<file path="config.mk">
export PLATFORM = sky130hd
export DESIGN_NAME = irq_ctrl
export DESIGN_NICKNAME = d
export VERILOG_FILES = /design/src/rtl/irqc_pkg.sv /design/src/rtl/irqc_decode.sv /design/src/rtl/irqc_status.sv /design/src/rtl/irqc_first.sv /design/src/rtl/irq_ctrl.sv
export SDC_FILE = /design/constraint.sdc
export NUM_CORES = 1
export LEC_CHECK = 0
export ABC_CLOCK_PERIOD_IN_PS = 7620
export BUFFER_PORTS_ARGS = -buffer_cell sky130_fd_sc_hd__buf_2
export CORE_ASPECT_RATIO = 0.6
export CORE_UTILIZATION = 61
export CTS_BUF_LIST = sky130_fd_sc_hd__clkbuf_4
export DETAILED_ROUTE_END_ITERATION = 10
export HOLD_SLACK_MARGIN = 0.03
export PLACE_DENSITY = 0.88
export SYNTH_ARGS = -nofsm -noshare
export SYNTH_HDL_FRONTEND = slang
export SYNTH_SLANG_ARGS = --single-unit
</file>
<file path="constraint.sdc">
create_clock -name clk -period 7.62 [get_ports clk]
set_clock_uncertainty 0.2 [all_clocks]
set_input_delay 1.524 -clock clk [delete_from_list [all_inputs] [get_ports clk]]
set_output_delay 1.524 -clock clk [all_outputs]
set_load 0.01 [all_outputs]
</file>
<file path="src/rtl/irqc_pkg.sv">
package irqc_pkg;

  localparam int DATA_W   = 32;
  localparam int WORD_LSB = 2;
  localparam int WIN_MSB  = 4;

  typedef enum logic [2:0] {
    RG_STAT   = 3'd0,
    RG_PEND   = 3'd1,
    RG_ENAB   = 3'd2,
    RG_ACK    = 3'd3,
    RG_SETEN  = 3'd4,
    RG_CLREN  = 3'd5,
    RG_VEC    = 3'd6,
    RG_MASTER = 3'd7
  } reg_sel_e;

  typedef struct packed {
    logic stat;
    logic ack;
    logic enab;
    logic seten;
    logic clren;
    logic master;
  } wr_strobe_t;

endpackage

</file>
<file path="src/rtl/irqc_decode.sv">
module irqc_decode
  import irqc_pkg::*;
#(
  parameter int ADDR_W = 8
) (
  input  logic [ADDR_W-1:0] addr,
  input  logic              wr,
  output logic              in_window,
  output reg_sel_e          sel,
  output wr_strobe_t        strb
);

  logic upper_zero;

  generate
    if (ADDR_W > WIN_MSB + 1) begin : g_upper
      assign upper_zero = (addr[ADDR_W-1:WIN_MSB+1] == '0);
    end else begin : g_noupper
      assign upper_zero = 1'b1;
    end
  endgenerate

  assign in_window = upper_zero && (addr[WORD_LSB-1:0] == '0);
  assign sel       = reg_sel_e'(addr[WIN_MSB:WORD_LSB]);

  always_comb begin
    strb        = '0;
    if (wr && in_window) begin
      strb.stat   = (sel == RG_STAT);
      strb.ack    = (sel == RG_ACK);
      strb.enab   = (sel == RG_ENAB);
      strb.seten  = (sel == RG_SETEN);
      strb.clren  = (sel == RG_CLREN);
      strb.master = (sel == RG_MASTER);
    end
  end

endmodule

</file>
<file path="src/rtl/irqc_status.sv">
module irqc_status #(
  parameter int NUM_SRC = 32
) (
  input  logic               clk,
  input  logic               rst,
  input  logic               hw_en,
  input  logic [NUM_SRC-1:0] irq_in,
  input  logic [NUM_SRC-1:0] wmask,
  input  logic               st_wr,
  input  logic               ack_wr,
  output logic [NUM_SRC-1:0] stat
);

  genvar i;
  generate
    for (i = 0; i < NUM_SRC; i++) begin : g_bit
      logic clr;
      assign clr = ack_wr && wmask[i];

      always_ff @(posedge clk) begin
        if (rst) begin
          stat[i] <= 1'b0;
        end else if (hw_en) begin
          stat[i] <= irq_in[i] | (stat[i] & ~clr);
        end else if (st_wr) begin
          stat[i] <= wmask[i];
        end else if (clr) begin
          stat[i] <= 1'b0;
        end
      end

      // an input event beats a same-cycle acknowledge in hardware mode
      a_r8_set_wins: assert property (@(posedge clk) disable iff (rst)
        (hw_en && irq_in[i]) |=> stat[i]);

      // acknowledge clears the bit when no input event can set it
      a_r3_ack_clears: assert property (@(posedge clk) disable iff (rst)
        (!hw_en && ack_wr && wmask[i]) |=> !stat[i]);
    end
  endgenerate

  // in software mode, status only moves on a bus write
  a_r2_inputs_ignored: assert property (@(posedge clk) disable iff (rst)
    (!hw_en && !st_wr && !ack_wr) |=> $stable(stat));

endmodule

</file>
<file path="src/rtl/irqc_first.sv">
module irqc_first #(
  parameter int NUM_SRC = 32,
  parameter int IDX_W   = 5
) (
  input  logic [NUM_SRC-1:0] pend,
  output logic               found,
  output logic [IDX_W-1:0]   idx
);

  always_comb begin
    found = |pend;
    idx   = '0;
    for (int i = NUM_SRC - 1; i >= 0; i--) begin
      if (pend[i]) idx = IDX_W'(i);
    end
  end

endmodule

</file>
<file path="src/rtl/irq_ctrl.sv">
module irq_ctrl
  import irqc_pkg::*;
#(
  parameter int NUM_SRC = 32,
  parameter int ADDR_W  = 8
) (
  input  logic               clk,
  input  logic               rst,
  input  logic [ADDR_W-1:0]  bus_addr,
  input  logic               bus_wr,
  input  logic [31:0]        bus_wdata,
  input  logic               bus_rd,
  output logic [31:0]        bus_rdata,
  input  logic [NUM_SRC-1:0] irq_in,
  output logic               irq_out
);

  localparam int IDX_W = (NUM_SRC > 1) ? $clog2(NUM_SRC) : 1;

  logic               in_window;
  reg_sel_e           sel;
  wr_strobe_t         strb;
  logic [NUM_SRC-1:0] wmask;
  logic [NUM_SRC-1:0] stat;
  logic [NUM_SRC-1:0] enab;
  logic [NUM_SRC-1:0] pend;
  logic               mst_en;
  logic               hw_en;
  logic               vec_found;
  logic [IDX_W-1:0]   vec_idx;
  logic [DATA_W-1:0]  rd_val;
  logic               irq_q;
  logic [DATA_W-1:0]  rdata_q;

  assign wmask = bus_wdata[NUM_SRC-1:0];

  irqc_decode #(.ADDR_W(ADDR_W)) u_dec (
    .addr      (bus_addr),
    .wr        (bus_wr),
    .in_window (in_window),
    .sel       (sel),
    .strb      (strb)
  );

  irqc_status #(.NUM_SRC(NUM_SRC)) u_stat (
    .clk    (clk),
    .rst    (rst),
    .hw_en  (hw_en),
    .irq_in (irq_in),
    .wmask  (wmask),
    .st_wr  (strb.stat),
    .ack_wr (strb.ack),
    .stat   (stat)
  );

  always_ff @(posedge clk) begin
    if (rst) begin
      enab <= '0;
    end else if (strb.enab) begin
      enab <= wmask;
    end else if (strb.seten) begin
      enab <= enab | wmask;
    end else if (strb.clren) begin
      enab <= enab & ~wmask;
    end
  end

  always_ff @(posedge clk) begin
    if (rst) begin
      mst_en <= 1'b0;
      hw_en  <= 1'b0;
    end else if (strb.master) begin
      mst_en <= bus_wdata[0];
      hw_en  <= hw_en | bus_wdata[1];
    end
  end

  assign pend = stat & enab;

  irqc_first #(.NUM_SRC(NUM_SRC), .IDX_W(IDX_W)) u_first (
    .pend  (pend),
    .found (vec_found),
    .idx   (vec_idx)
  );

  always_comb begin
    rd_val = '0;
    if (in_window) begin
      case (sel)
        RG_STAT:   rd_val[NUM_SRC-1:0] = stat;
        RG_PEND:   rd_val[NUM_SRC-1:0] = pend;
        RG_ENAB:   rd_val[NUM_SRC-1:0] = enab;
        RG_VEC: begin
          if (vec_found) rd_val[IDX_W-1:0] = vec_idx;
          else           rd_val = '1;
        end
        RG_MASTER: rd_val[1:0] = {hw_en, mst_en};
        default:   rd_val = '0;
      endcase
    end
  end

  always_ff @(posedge clk) begin
    if (rst) begin
      rdata_q <= '0;
      irq_q   <= 1'b0;
    end else begin
      if (bus_rd) rdata_q <= rd_val;
      irq_q <= mst_en && (|pend);
    end
  end

  assign bus_rdata = rdata_q;
  assign irq_out   = irq_q;

  // the hardware-enable bit never falls outside reset
  a_r7_hw_sticky: assert property (@(posedge clk) disable iff (rst)
    hw_en |=> hw_en);

  // request follows master enable and pending one cycle later
  a_r9_irq_raise: assert property (@(posedge clk) disable iff (rst)
    (mst_en && (|pend)) |=> irq_out);
  a_r9_irq_quiet: assert property (@(posedge clk) disable iff (rst)
    (!mst_en || !(|pend)) |=> !irq_out);

  // a set-enable write leaves every named bit enabled
  a_r4_seten_sets: assert property (@(posedge clk) disable iff (rst)
    strb.seten |=> ((enab & $past(wmask)) == $past(wmask)));

  // reads outside the map return zero
  a_r10_unmapped_zero: assert property (@(posedge clk) disable iff (rst)
    (bus_rd && !in_window) |=> (bus_rdata == '0));

  // a reported vector always names a pending source
  a_r6_vec_pending: assert property (@(posedge clk) disable iff (rst)
    vec_found |-> pend[vec_idx]);

endmodule

</file>
==> flow_summary.rst, run 1 <==
.. list-table::
   :header-rows: 1

   * - Metric
     - Value
   * - Result of the run
     - finished clean
   * - DR vias
     - about 5700
   * - ANT cells
     - 0
   * - Max Clock Freq
     - 236 MHz
   * - Instance area at placement
     - 5720 um^2
   * - Busiest layer in global routing
     - met1
   * - Post-synth EDFFs
     - 0
   * - Initial antenna violation count
     - 0
   * - Setup Buffers After CTS
     - 0
   * - Detailed-route vias per instance
     - 6.94
   * - Primary FF master, synth
     - sky130_fd_sc_hd__dfxtp_1
   * - Clk pin slew, worst setup/hold paths
     - around 0.16 ns
   * - Global placer's final weighted congestion
     - between 0.8 and 0.9
   * - Final hold slack
     - about 0.29 ns
   * - Cell types occupying the most area after synthesis
     - sky130_fd_sc_hd__dfxtp_1 (38%), sky130_fd_sc_hd__a22oi_1 (10%), sky130_fd_sc_hd__a22o_1 (5.7%), sky130_fd_sc_hd__a221oi_1 (5.6%), sky130_fd_sc_hd__nor2_1 (5.4%)
   * - Critical path class
     - in -> reg
   * - Ratio of final minimum period to clock period
     - a little under three fifths
   * - Pin count of the biggest net entering global routing
     - 74
   * - Fraction of met2 tracks used by global routing
     - between 50% and 60%
   * - Clock latency reported for the late side of the worst-skew pair
     - between 0.4 and 0.5 ns
   * - Min-delay worst type
     - reg -> reg
   * - DR pass1 iterations
     - 6
   * - Standard cell with the maximum stage delay on the critical path
     - sky130_fd_sc_hd__nor2b_2
   * - Hold-fix buffers, CTS
     - 0
   * - Sequential area share after synthesis
     - between 30% and 40%
   * - Die Ht
     - 73.4 um
   * - Deepest level of the CTS H-tree
     - 3
   * - Final design utilization
     - 73.0%
   * - Fraction of registers with async set or reset after synthesis
     - 0%
   * - Max VDD drop
     - 0.109 mV
   * - Top Ports
     - roughly 110
   * - Overall die area
     - 8880 um^2
   * - Final Max Slew Viols
     - 0
   * - Worst-Margin Slew
     - between 1 and 1.5 ns
   * - CP arrival
     - approximately 4.5 ns
   * - Wire per inst
     - roughly 20 um
   * - Detailed-route DRC error count
     - 0
   * - Clock root buffer
     - sky130_fd_sc_hd__clkbuf_4
   * - Buffers added on ports
     - about 110
   * - Std cell rows
     - 25
   * - Power per unit of standard cell area
     - about 150 nW/um^2
   * - Final number of hold-violating endpoints
     - 0
   * - Number of instances in the synthesized netlist
     - 629
   * - DRT antenna net count
     - 0
   * - Flop and latch count out of synthesis
     - 99
   * - Peak fanout along the critical path
     - 33
   * - Number of nets in the layout
     - 780
   * - MaxCap Viol Count
     - 0
   * - Synth area leader
     - sky130_fd_sc_hd__dfxtp_1
   * - Initial Utilization
     - 64.5%
   * - Wire length of the first global-routing pass
     - 25300 um
   * - GRT overflow
     - 0
   * - Chain of cells forming the critical path
     - buf_2, or4_1, or3b_1, a21oi_1, buf_4, nor2b_2, buf_4, a22oi_1, nor2_1
   * - Time the worst path needs with I/O delays and setup
     - ~4.2 ns
   * - Synth Net Count
     - 705
   * - Number of sinks handled by clock tree synthesis
     - 99
   * - Required time worst endpoint
     - 7.84 ns
   * - CTS buffer count
     - 9
   * - Top cell type's share of synthesized area
     - 38.2%
   * - Unrepaired setup endpoints after global routing
     - false
   * - Slew HR
     - about 16%
   * - Met1 Use GR
     - 55.6%
   * - Worst path most repeated cell
     - sky130_fd_sc_hd__buf_4
   * - Number of library cell types mapped by synthesis
     - 48
   * - Clock Tree Buf Depth
     - 2
   * - X dimension of the die
     - around 120 um
   * - Area of the core region
     - around 8000 um^2
   * - TritonCTS clock tree
     - done
   * - Gates resized, CTS repair
     - 0
   * - Via count of the first global-routing pass
     - about 4800
   * - Summed instance area of the synthesized netlist
     - slightly above 5000 um^2
   * - Per-instance average area after synthesis
     - ~8.2 um^2
   * - Leakage Power
     - ~2.4 nW
   * - P&R area growth vs syn
     - 13.2%
   * - Yosys warnings
     - 0
   * - Critical path endpoint category
     - register
   * - Hpwl dp
     - between 10000 and 15000 um
   * - Total GRT Usage
     - around 37%
   * - Share of final-layout standard cells stronger than drive strength 1
     - about 22%
   * - Post-Route WL
     - between 15000 and 20000 um
   * - Final Instance Area
     - around 5900 um^2
   * - Worst setup SP type
     - primary input
   * - Routing usage on met3
     - roughly 10%
   * - Worst path max stage delay
     - about 0.58 ns
   * - Final-report setup violation count
     - 0
   * - Violation count after the first detailed-route iteration
     - 1130
   * - Total negative setup slack
     - 0 ns
   * - Power, Total
     - slightly below 0.9 mW
-- metrics by stage --
step	worst slack, ns	instances
after detailed placement	2.99	801
final	3.38	817
after CTS	3.43	817
after global placement	3.13	801
after global routing	3.21	817
after floorplan	3.88	629
-- layout make-up --
class	instances	area, um^2
Clock buffer	9	67.6
Clock inverter	7	82.6
Fill cell	624	2170
Inverter	2	7.51
Multi-Input combinational cell	473	2970
Sequential cell	99	1980
Tap cell	108	135
Timing Repair Buffer	119	623
-- synthesized netlist by cell type, types with 3 or more instances --
cell,instances
sky130_fd_sc_hd__o211ai_1,3
sky130_fd_sc_hd__nand3_1,8
sky130_fd_sc_hd__nor2b_1,6
sky130_fd_sc_hd__a32oi_1,4
sky130_fd_sc_hd__a22o_1,34
sky130_fd_sc_hd__and3_1,3
sky130_fd_sc_hd__a32o_1,3
sky130_fd_sc_hd__nor3_1,31
sky130_fd_sc_hd__a21oi_1,10
sky130_fd_sc_hd__buf_1,3
sky130_fd_sc_hd__a22oi_1,72
sky130_fd_sc_hd__a221oi_1,33
sky130_fd_sc_hd__nand2b_1,10
sky130_fd_sc_hd__clkbuf_1,39
sky130_fd_sc_hd__o21ai_0,44
sky130_fd_sc_hd__o21ai_2,17
sky130_fd_sc_hd__a21o_1,29
sky130_fd_sc_hd__dfxtp_1,99
sky130_fd_sc_hd__o2111ai_1,3
sky130_fd_sc_hd__nor2_1,74
sky130_fd_sc_hd__nand2_1,58
sky130_fd_sc_hd__buf_2,10
-- layer usage --
metal	vias to the layer above	part of all wire [%]
met4	0	1.4
met2	465	40
met3	35	15
met1	2614	43
met5	-	0
li1	2558	-
-- cells in the final DEF, fill, tap and decap left out, types with 3 or more instances in the layout --
cell	count
sky130_fd_sc_hd__nor3_1	31
sky130_fd_sc_hd__o2111ai_1	3
sky130_fd_sc_hd__buf_2	108
sky130_fd_sc_hd__a22oi_1	72
sky130_fd_sc_hd__a21oi_1	10
sky130_fd_sc_hd__buf_4	11
sky130_fd_sc_hd__nor2_1	74
sky130_fd_sc_hd__nor2b_1	4
sky130_fd_sc_hd__nand2_1	58
sky130_fd_sc_hd__o21ai_0	44
sky130_fd_sc_hd__o211ai_1	3
sky130_fd_sc_hd__and3_1	3
sky130_fd_sc_hd__nand3_1	8
sky130_fd_sc_hd__a22o_1	34
sky130_fd_sc_hd__a221oi_1	33
sky130_fd_sc_hd__nand2b_1	10
sky130_fd_sc_hd__a21o_1	29
sky130_fd_sc_hd__a32o_1	3
sky130_fd_sc_hd__o21ai_2	17
sky130_fd_sc_hd__a32oi_1	4
sky130_fd_sc_hd__clkbuf_4	9
sky130_fd_sc_hd__dfxtp_1	99
-- path summary, 6_finish.rpt --
path                                     to                          from  slack [ns]  cells after the start
setup / recovery                   register                   bus_addr[5]        3.38                      9
hold / removal           irq_out$_SDFF_PP0_           mst_en$_SDFFE_PP0P_        0.29                      2
setup reg to reg  bus_rdata[9]$_SDFFE_PP0P_  u_stat.stat[27]$_SDFFE_PP0P_        4.50                      6
hold reg to reg          irq_out$_SDFF_PP0_           mst_en$_SDFFE_PP0P_        0.29                      2
-- where the power goes --
group / internal, mW / leakage, nW / switching [mW] / total, mW
Clock: 0.105 / 0.0751 / 0.190 / 0.295
Combinational: 0.0272 / 1.50 / 0.0498 / 0.0770
Sequential: 0.519 / 0.797 / 0.00129 / 0.520
-- worst max-delay path: cells and delay by family --
kind	cells	cell delay, ns
buf+inv	3	0.79
compound gates	2	0.33
simple gates	4	1.80
-- kinds of logic (layout without fill, tap and decap cells) --
| logic type | Yosys count | after routing | synth area share, % |
|---|---|---|---|
| buffers and inverters | 57 | 137 | 4.88 |
| and+or+nand+nor | 204 | 204 | 18.0 |
| AOI/OAI and AO/OA | 268 | 268 | 38.7 |
| DFF | 99 | 99 | 38.2 |
| muxes | 1 | 1 | 0.193 |
No activity file was read; power rests on OpenSTA's default activity.
==> inputs of run 2 (changes only) <==
--- a/config.mk
+++ b/config.mk
@@ -5,14 +5,14 @@
 export SDC_FILE = /design/constraint.sdc
 export NUM_CORES = 1
 export LEC_CHECK = 0
-export ABC_CLOCK_PERIOD_IN_PS = 7620
+export ABC_CLOCK_PERIOD_IN_PS = 3500
 export BUFFER_PORTS_ARGS = -buffer_cell sky130_fd_sc_hd__buf_2
 export CORE_ASPECT_RATIO = 0.6
-export CORE_UTILIZATION = 61
+export CORE_UTILIZATION = 51
 export CTS_BUF_LIST = sky130_fd_sc_hd__clkbuf_4
 export DETAILED_ROUTE_END_ITERATION = 10
 export HOLD_SLACK_MARGIN = 0.03
-export PLACE_DENSITY = 0.88
+export PLACE_DENSITY = 0.78
 export SYNTH_ARGS = -nofsm -noshare
 export SYNTH_HDL_FRONTEND = slang
 export SYNTH_SLANG_ARGS = --single-unit
==> constraint.sdc (replaced) <==
create_clock -name clk -period 3.5 [get_ports clk]
set_clock_uncertainty 0.2 [all_clocks]
set_input_delay 0.7 -clock clk [delete_from_list [all_inputs] [get_ports clk]]
set_output_delay 0.7 -clock clk [all_outputs]
set_load 0.01 [all_outputs]
==> flow_summary.rst, run 2 (synthesized netlist as in run 1, its figures left out) <==
.. list-table::
   :header-rows: 1

   * - Metric
     - Value
   * - Final-report setup violation count
     - 0 (unchanged)
   * - X dimension of the die
     - 132 um (+9.2%)
   * - Sequential share of power
     - 56.5% (-1.8 points)
   * - Pin count of the biggest net entering global routing
     - 45 (-39%)
   * - Dpl ws
     - 0.290 ns (-2.70 ns)
   * - P&R area growth vs syn
     - 15.7%
   * - Critical path endpoint category
     - register
   * - Buffers added on ports
     - 108 (unchanged)
   * - Share of final-layout standard cells stronger than drive strength 1
     - 23.1% (+0.79 points)
   * - Top Ports
     - 109 (unchanged)
   * - Clk pin slew, worst setup/hold paths
     - 0.16 ns (about the same)
   * - DR pass1 iterations
     - 6 (unchanged)
   * - Hold wc startpoint
     - bus_rdata[23]$_SDFFE_PP0P_
   * - Global placer's final weighted congestion
     - 0.924 (+4.3%)
   * - Worst Hold Endpoint
     - bus_rdata[23]$_SDFFE_PP0P_
   * - Power per unit of standard cell area
     - 334 nW/um^2 (+120%)
   * - Min setup slack post-route
     - 0.378 ns (-3.00 ns)
   * - Clock latency reported for the late side of the worst-skew pair
     - 0.48 ns (about the same)
   * - Violation count after the first detailed-route iteration
     - 642 (-43%)
   * - Wire per inst
     - 19.4 um (-2.2%)
   * - Number of nets in the layout
     - 786 (+0.77%)
   * - Detailed-route vias per instance
     - 6.58 (-5.2%)
   * - Multi-input logic area
     - 2970 um^2 (about the same)
   * - Area taken by flip-flops and latches
     - 1980 um^2 (unchanged)
   * - Switching power share of the total
     - 25.8% (-1.2 points)
   * - Final Max Slew Viols
     - 0 (unchanged)
   * - Result of the run
     - finished clean
   * - Initial Utilization
     - 52.5% (-12 points)
   * - Required time worst endpoint
     - 3.72 ns (-4.12 ns)
   * - Comb pwr share
     - 8.5% (about the same)
   * - Cell depth of the worst flop-to-flop path
     - 7 (+1)
   * - Clock Tree Buf Depth
     - 2 (unchanged)
   * - Leakage Power
     - 2.43 nW (+2.2%)
   * - Final hold slack
     - 0.294 ns (+0.00768 ns)
   * - TritonCTS clock tree
     - done
   * - Wire length of the first global-routing pass
     - 25800 um (+1.9%)
   * - Worst-Margin Slew
     - 0.918 ns (-0.335 ns)
   * - Post-Route WL
     - 16500 um (+1.8%)
   * - Detailed-route DRC error count
     - 0 (unchanged)
   * - DR vias
     - 5596 (-1.3%)
   * - Ratio of final minimum period to clock period
     - approximately nine tenths
   * - Time the worst path needs with I/O delays and setup
     - between 3 and 4 ns
   * - Hpwl dp
     - 11800 um (+5.6%)
   * - Overall die area
     - 10600 um^2 (+19%)
   * - CP arrival
     - 3.34 ns (-1.12 ns)
   * - Initial antenna violation count
     - 0 (unchanged)
   * - Worst reg2reg path startpoint
     - u_stat.stat[27]$_SDFFE_PP0P_
   * - DRT antenna net count
     - 0 (unchanged)
   * - Std cell rows
     - 28 (+12%)
   * - ANT cells
     - 0 (unchanged)
   * - Via count of the first global-routing pass
     - 4777 (+0.53%)
   * - Clock root buffer
     - sky130_fd_sc_hd__clkbuf_4
   * - Peak fanout along the critical path
     - 22 (-33%)
   * - Most common library cell in the layout ignoring fill and taps
     - sky130_fd_sc_hd__buf_2
   * - Gates resized, CTS repair
     - 0 (unchanged)
   * - Die Ht
     - 80.1 um (+9.1%)
   * - Slew HR
     - 38.7% (+22 points)
   * - Hold-fix buffers, CTS
     - 0 (unchanged)
   * - Worst setup SP type
     - register
   * - CTS buffer count
     - 9 (unchanged)
   * - Capturing point of the worst reg2reg path
     - bus_rdata[28]$_SDFFE_PP0P_
   * - Leading cell types in the layout, fill and taps excluded
     - sky130_fd_sc_hd__buf_2 (108), sky130_fd_sc_hd__dfxtp_1 (99), sky130_fd_sc_hd__nor2_1 (73)
   * - Min-delay worst type
     - reg -> reg
   * - Total negative setup slack
     - 0 ns (unchanged)
   * - Total GRT Usage
     - 31.6% (-5.8 points)
   * - Cell-internal power
     - 1.49 mW (+130%)
   * - Max Clock Freq
     - between 300 and 400 MHz
   * - GRT overflow
     - 0 (unchanged)
   * - Portion of total power attributed to the clock network
     - 34.9% (+1.8 points)
   * - Area of the core region
     - 9880 um^2 (+23%)
   * - Critical path class
     - reg -> reg
   * - Hold depth
     - 1 (-1)
   * - Unrepaired setup endpoints after global routing
     - false
   * - Final number of hold-violating endpoints
     - 0 (unchanged)
   * - Deepest level of the CTS H-tree
     - 3 (unchanged)
   * - Minimum setup slack among reg-to-reg paths
     - 0.38 ns (-4.12 ns)
   * - Max VDD drop
     - 0.200 mV (+83%)
   * - Count of fill cells added during filler insertion
     - 885 (+42%)
   * - MaxCap Viol Count
     - 0 (unchanged)
   * - Net switching power
     - 0.516 mW (+110%)
   * - Setup Buffers After CTS
     - 0 (unchanged)
   * - Number of sinks handled by clock tree synthesis
     - 99 (unchanged)
==> run 2: changes by cell type in the layout (fill, tap and decap cells not counted), sizes merged <==
cell      before  now
clkinv         1    2
buf          119  125
bufinv         1    2
clkinvlp       2    0
==> run 2: layer usage <==
layer	up-vias	track usage [%]	routed length [um]	share of wire, %
met5	-	0	0	0
met4	0	9.19	223	1.4
met3	19	8.96	2180	13
met2	368	43.0	6380	39
met1	2645	47.0	7690	47
li1	2564	-	-	-
==> run 2: critical path: stages, from the launching register on <==
cell                      delay (ns)
sky130_fd_sc_hd__dfxtp_1        0.39
sky130_fd_sc_hd__a22o_1         0.30
sky130_fd_sc_hd__or4b_1         0.50
sky130_fd_sc_hd__or4_1          0.58
sky130_fd_sc_hd__or2_1          0.56
sky130_fd_sc_hd__buf_4          0.33
sky130_fd_sc_hd__o21ai_2        0.07
sky130_fd_sc_hd__a22o_1         0.14
==> run 2: metrics by stage <==
stage	std cells	area [um^2]	utilization, %	total power, mW
final	850	6000	60.7	2.00
after global routing	850	6000	60.7	2.07
after CTS	850	6000	60.7	2.00
after detailed placement	834	5840	59.1	1.32
after global placement	834	5840	59.1	1.32
after floorplan	629	5180	-	1.24
==> run 2: worst max-delay path by stage <==
stage,start,end,slack [ns],cells past startpoint
6_report,u_stat.stat[27]$_SDFFE_PP0P_,bus_rdata[28]$_SDFFE_PP0P_,0.38,7
5_1_grt,u_stat.stat[27]$_SDFFE_PP0P_,bus_rdata[21]$_SDFFE_PP0P_,0.25,7
4_1_cts,u_stat.stat[27]$_SDFFE_PP0P_,bus_rdata[28]$_SDFFE_PP0P_,0.41,7
3_5_place_dp,bus_addr[5],u_stat.stat[19]$_SDFFE_PP0P_,0.29,7
3_3_place_gp,bus_addr[5],u_stat.stat[15]$_SDFFE_PP0P_,0.38,7
2_1_floorplan,bus_addr[5],u_stat.stat[0]$_SDFFE_PP0P_,0.58,7
==> run 2: power groups by stage <==
stage          registers [mW]  logic, mW  clock network, mW
2_1_floorplan            1.16     0.0834                  0
3_3_place_gp             1.16      0.162                  0
3_5_place_dp             1.16      0.167                  0
4_1_cts                  1.13      0.167              0.703
5_1_grt                  1.13      0.184              0.752
6_report                 1.13      0.171              0.699
==> run 2: layout make-up <==
type / instances / area share [%]
sequential: 99 / 33.0
multi-input combinational: 473 / 49.5
tap: 135 / 2.82
clock inverter: 7 / 1.61
inverter: 2 / 0.125
clock buffer: 9 / 1.13
timing repair buffer: 125 / 11.8
==> inputs of run 3 (changes only) <==
--- a/config.mk
+++ b/config.mk
@@ -7,7 +7,7 @@
 export LEC_CHECK = 0
 export ABC_CLOCK_PERIOD_IN_PS = 3500
 export BUFFER_PORTS_ARGS = -buffer_cell sky130_fd_sc_hd__buf_2
-export CORE_ASPECT_RATIO = 0.6
+export CORE_ASPECT_RATIO = 0.8
 export CORE_UTILIZATION = 51
 export CTS_BUF_LIST = sky130_fd_sc_hd__clkbuf_4
 export DETAILED_ROUTE_END_ITERATION = 10
==> flow_summary.rst, run 3 (synthesized netlist as in run 1, its figures left out) <==
.. list-table::
   :header-rows: 1

   * - Metric
     - Value
   * - Cell-internal power
     - 1.41 mW (-5.0%)
   * - Area of the core region
     - 9770 um^2 (-1.1%)
   * - Total negative setup slack
     - 0 ns (unchanged)
   * - Std cell rows
     - 32 (+14%)
   * - Time the worst path needs with I/O delays and setup
     - 3.07 ns (-0.0537 ns)
   * - Worst setup SP type
     - register
   * - Global placer's final weighted congestion
     - 0.898 (-2.8%)
   * - DRT antenna net count
     - 0 (unchanged)
   * - CTS buffer count
     - 9 (unchanged)
   * - Final-report setup violation count
     - 0 (unchanged)
   * - Number of sinks handled by clock tree synthesis
     - 99 (unchanged)
   * - Final Max Slew Viols
     - 0 (unchanged)
   * - X dimension of the die
     - 115 um (-13%)
   * - TritonCTS clock tree
     - done
   * - Top Ports
     - 109 (unchanged)
   * - Net switching power
     - 0.498 mW (-3.6%)
   * - DP Cell Count
     - 835 (+0.12%)
   * - Gates resized, CTS repair
     - 0 (unchanged)
   * - Max VDD drop
     - 0.203 mV (+1.5%)
   * - Initial Utilization
     - 53.1% (+0.59 points)
   * - Final number of hold-violating endpoints
     - 0 (unchanged)
   * - Hold-fix buffers, CTS
     - 0 (unchanged)
   * - Wire per inst
     - 18.4 um (-5.2%)
   * - Count of fill cells added during filler insertion
     - 873 (-1.4%)
   * - Clock root buffer
     - sky130_fd_sc_hd__clkbuf_4
   * - Worst-Margin Slew
     - 0.878 ns (-0.0401 ns)
   * - Critical path class
     - reg -> reg
   * - Area taken by flip-flops and latches
     - 1980 um^2 (unchanged)
   * - Overall die area
     - 10600 um^2 (about the same)
   * - Wire length of the first global-routing pass
     - 25100 um (-2.9%)
   * - Peak fanout along the critical path
     - 23 (+4.5%)
   * - Post-Route WL
     - 15600 um (-5.1%)
   * - Hpwl dp
     - 11100 um (-5.6%)
   * - Leading cell types in the layout, fill and taps excluded
     - sky130_fd_sc_hd__buf_2 (108), sky130_fd_sc_hd__dfxtp_1 (99), sky130_fd_sc_hd__nor2_1 (74)
   * - Power per unit of standard cell area
     - 320 nW/um^2 (-4.1%)
   * - P&R area growth vs syn
     - 15.1%
   * - DR pass1 iterations
     - 5 (-1)
   * - Required time worst endpoint
     - 3.70 ns (-0.02 ns)
   * - Critical path endpoint category
     - register
   * - Share of final-layout standard cells stronger than drive strength 1
     - 22.9% (-0.14 points)
   * - Number of cells in the finished layout apart from fillers
     - 851 (+0.12%)
   * - Clock Tree Buf Depth
     - 2 (unchanged)
   * - Dpl ws
     - 0.293 ns (+0.00233 ns)
   * - Via count of the first global-routing pass
     - 4978 (+4.2%)
   * - Portion of total power attributed to the clock network
     - 31.9% (-3.0 points)
   * - Pin count of the biggest net entering global routing
     - 43 (-4.4%)
   * - Power, Total
     - 1.91 mW (-4.6%)
   * - Slew HR
     - 41.5% (+2.7 points)
   * - Violation count after the first detailed-route iteration
     - 645 (+0.47%)
   * - Leakage Power
     - 2.41 nW (-0.84%)
   * - ANT cells
     - 0 (unchanged)
   * - Final design utilization
     - 61.1% (+0.34 points)
   * - GRT overflow
     - 0 (unchanged)
   * - Detailed-route DRC error count
     - 0 (unchanged)
   * - Detailed-route vias per instance
     - 6.50 (-1.2%)
   * - CP arrival
     - 3.27 ns (-0.07 ns)
   * - Max Clock Freq
     - 326 MHz (+1.7%)
   * - Switching power share of the total
     - 26.0% (+0.27 points)
   * - Sequential share of power
     - 59.3% (+2.8 points)
   * - Result of the run
     - finished clean
   * - Clock latency reported for the late side of the worst-skew pair
     - 0.46 ns (-0.02 ns)
   * - Multi-input logic area
     - 2970 um^2 (about the same)
   * - Die Ht
     - 92.2 um (+15%)
   * - Setup Buffers After CTS
     - 0 (unchanged)
   * - Comb pwr share
     - 8.8% (+0.3 points)
   * - Min-delay worst type
     - reg -> reg
   * - Unrepaired setup endpoints after global routing
     - false
   * - MaxCap Viol Count
     - 0 (unchanged)
   * - Number of nets in the layout
     - 786 (unchanged)
   * - Buffers added on ports
     - 108 (unchanged)
   * - Ratio of final minimum period to clock period
     - 87.7% (-1.5 points)
   * - Clk pin slew, worst setup/hold paths
     - 0.15 ns (about the same)
   * - Most common library cell in the layout ignoring fill and taps
     - sky130_fd_sc_hd__buf_2
   * - DR vias
     - 5533 (-1.1%)
   * - Total GRT Usage
     - 30.3% (-1.3 points)
   * - Min setup slack post-route
     - 0.432 ns (+0.0537 ns)
   * - Initial antenna violation count
     - 0 (unchanged)
   * - Deepest level of the CTS H-tree
     - 3 (unchanged)
## run 3: cell type report
cell class | instances | share of cell area, %
sequential | 99 | 33.2
clock buffer | 9 | 1.13
tap | 136 | 2.85
timing repair buffer | 125 | 11.6
clock inverter | 7 | 1.28
multi-input combinational | 473 | 49.8
inverter | 2 | 0.126
## run 3: stage by stage
stage                     cell area (um^2)  hold WS (ns)
after global routing                  5970         0.294
after CTS                             5970         0.295
after global placement                5820         0.255
final                                 5970         0.287
after detailed placement              5820         0.262
after floorplan                       5180         0.239
## run 3: metal layers
metal	up-vias	global-route usage, %	part of all wire [%]
li1	2574	-	-
met1	2613	42.4	45
met2	326	44.9	43
met3	20	8.00	11
met4	0	9.85	1.6
met5	-	0	0
## run 3: worst max-delay path, cell delays in order (launching register included)
cell	delay, ns
sky130_fd_sc_hd__dfxtp_1	0.40
sky130_fd_sc_hd__a22o_1	0.29
sky130_fd_sc_hd__or4b_1	0.50
sky130_fd_sc_hd__or4_1	0.55
sky130_fd_sc_hd__or2_1	0.56
sky130_fd_sc_hd__buf_4	0.32
sky130_fd_sc_hd__o21ai_2	0.06
sky130_fd_sc_hd__a22o_1	0.14
## run 3: path summary, 6_finish.rpt
kind                                                    from                         end  slack (ns)  cells after the start
worst max register to register  u_stat.stat[27]$_SDFFE_PP0P_  bus_rdata[26]$_SDFFE_PP0P_        0.43                      7
worst min-delay path              bus_rdata[20]$_SDFFE_PP0P_  bus_rdata[20]$_SDFFE_PP0P_        0.29                      1
worst min register to register    bus_rdata[20]$_SDFFE_PP0P_  bus_rdata[20]$_SDFFE_PP0P_        0.29                      1
worst max-delay path            u_stat.stat[27]$_SDFFE_PP0P_  bus_rdata[26]$_SDFFE_PP0P_        0.43                      7
## run 3: power by group through the flow
| stage | clock [mW] | combinational, mW | sequential, mW |
|---|---|---|---|
| 2_1_floorplan | 0 | 0.0834 | 1.16 |
| 3_3_place_gp | 0 | 0.158 | 1.16 |
| 3_5_place_dp | 0 | 0.164 | 1.16 |
| 4_1_cts | 0.625 | 0.166 | 1.13 |
| 5_1_grt | 0.672 | 0.183 | 1.13 |
| 6_report | 0.610 | 0.169 | 1.13 |
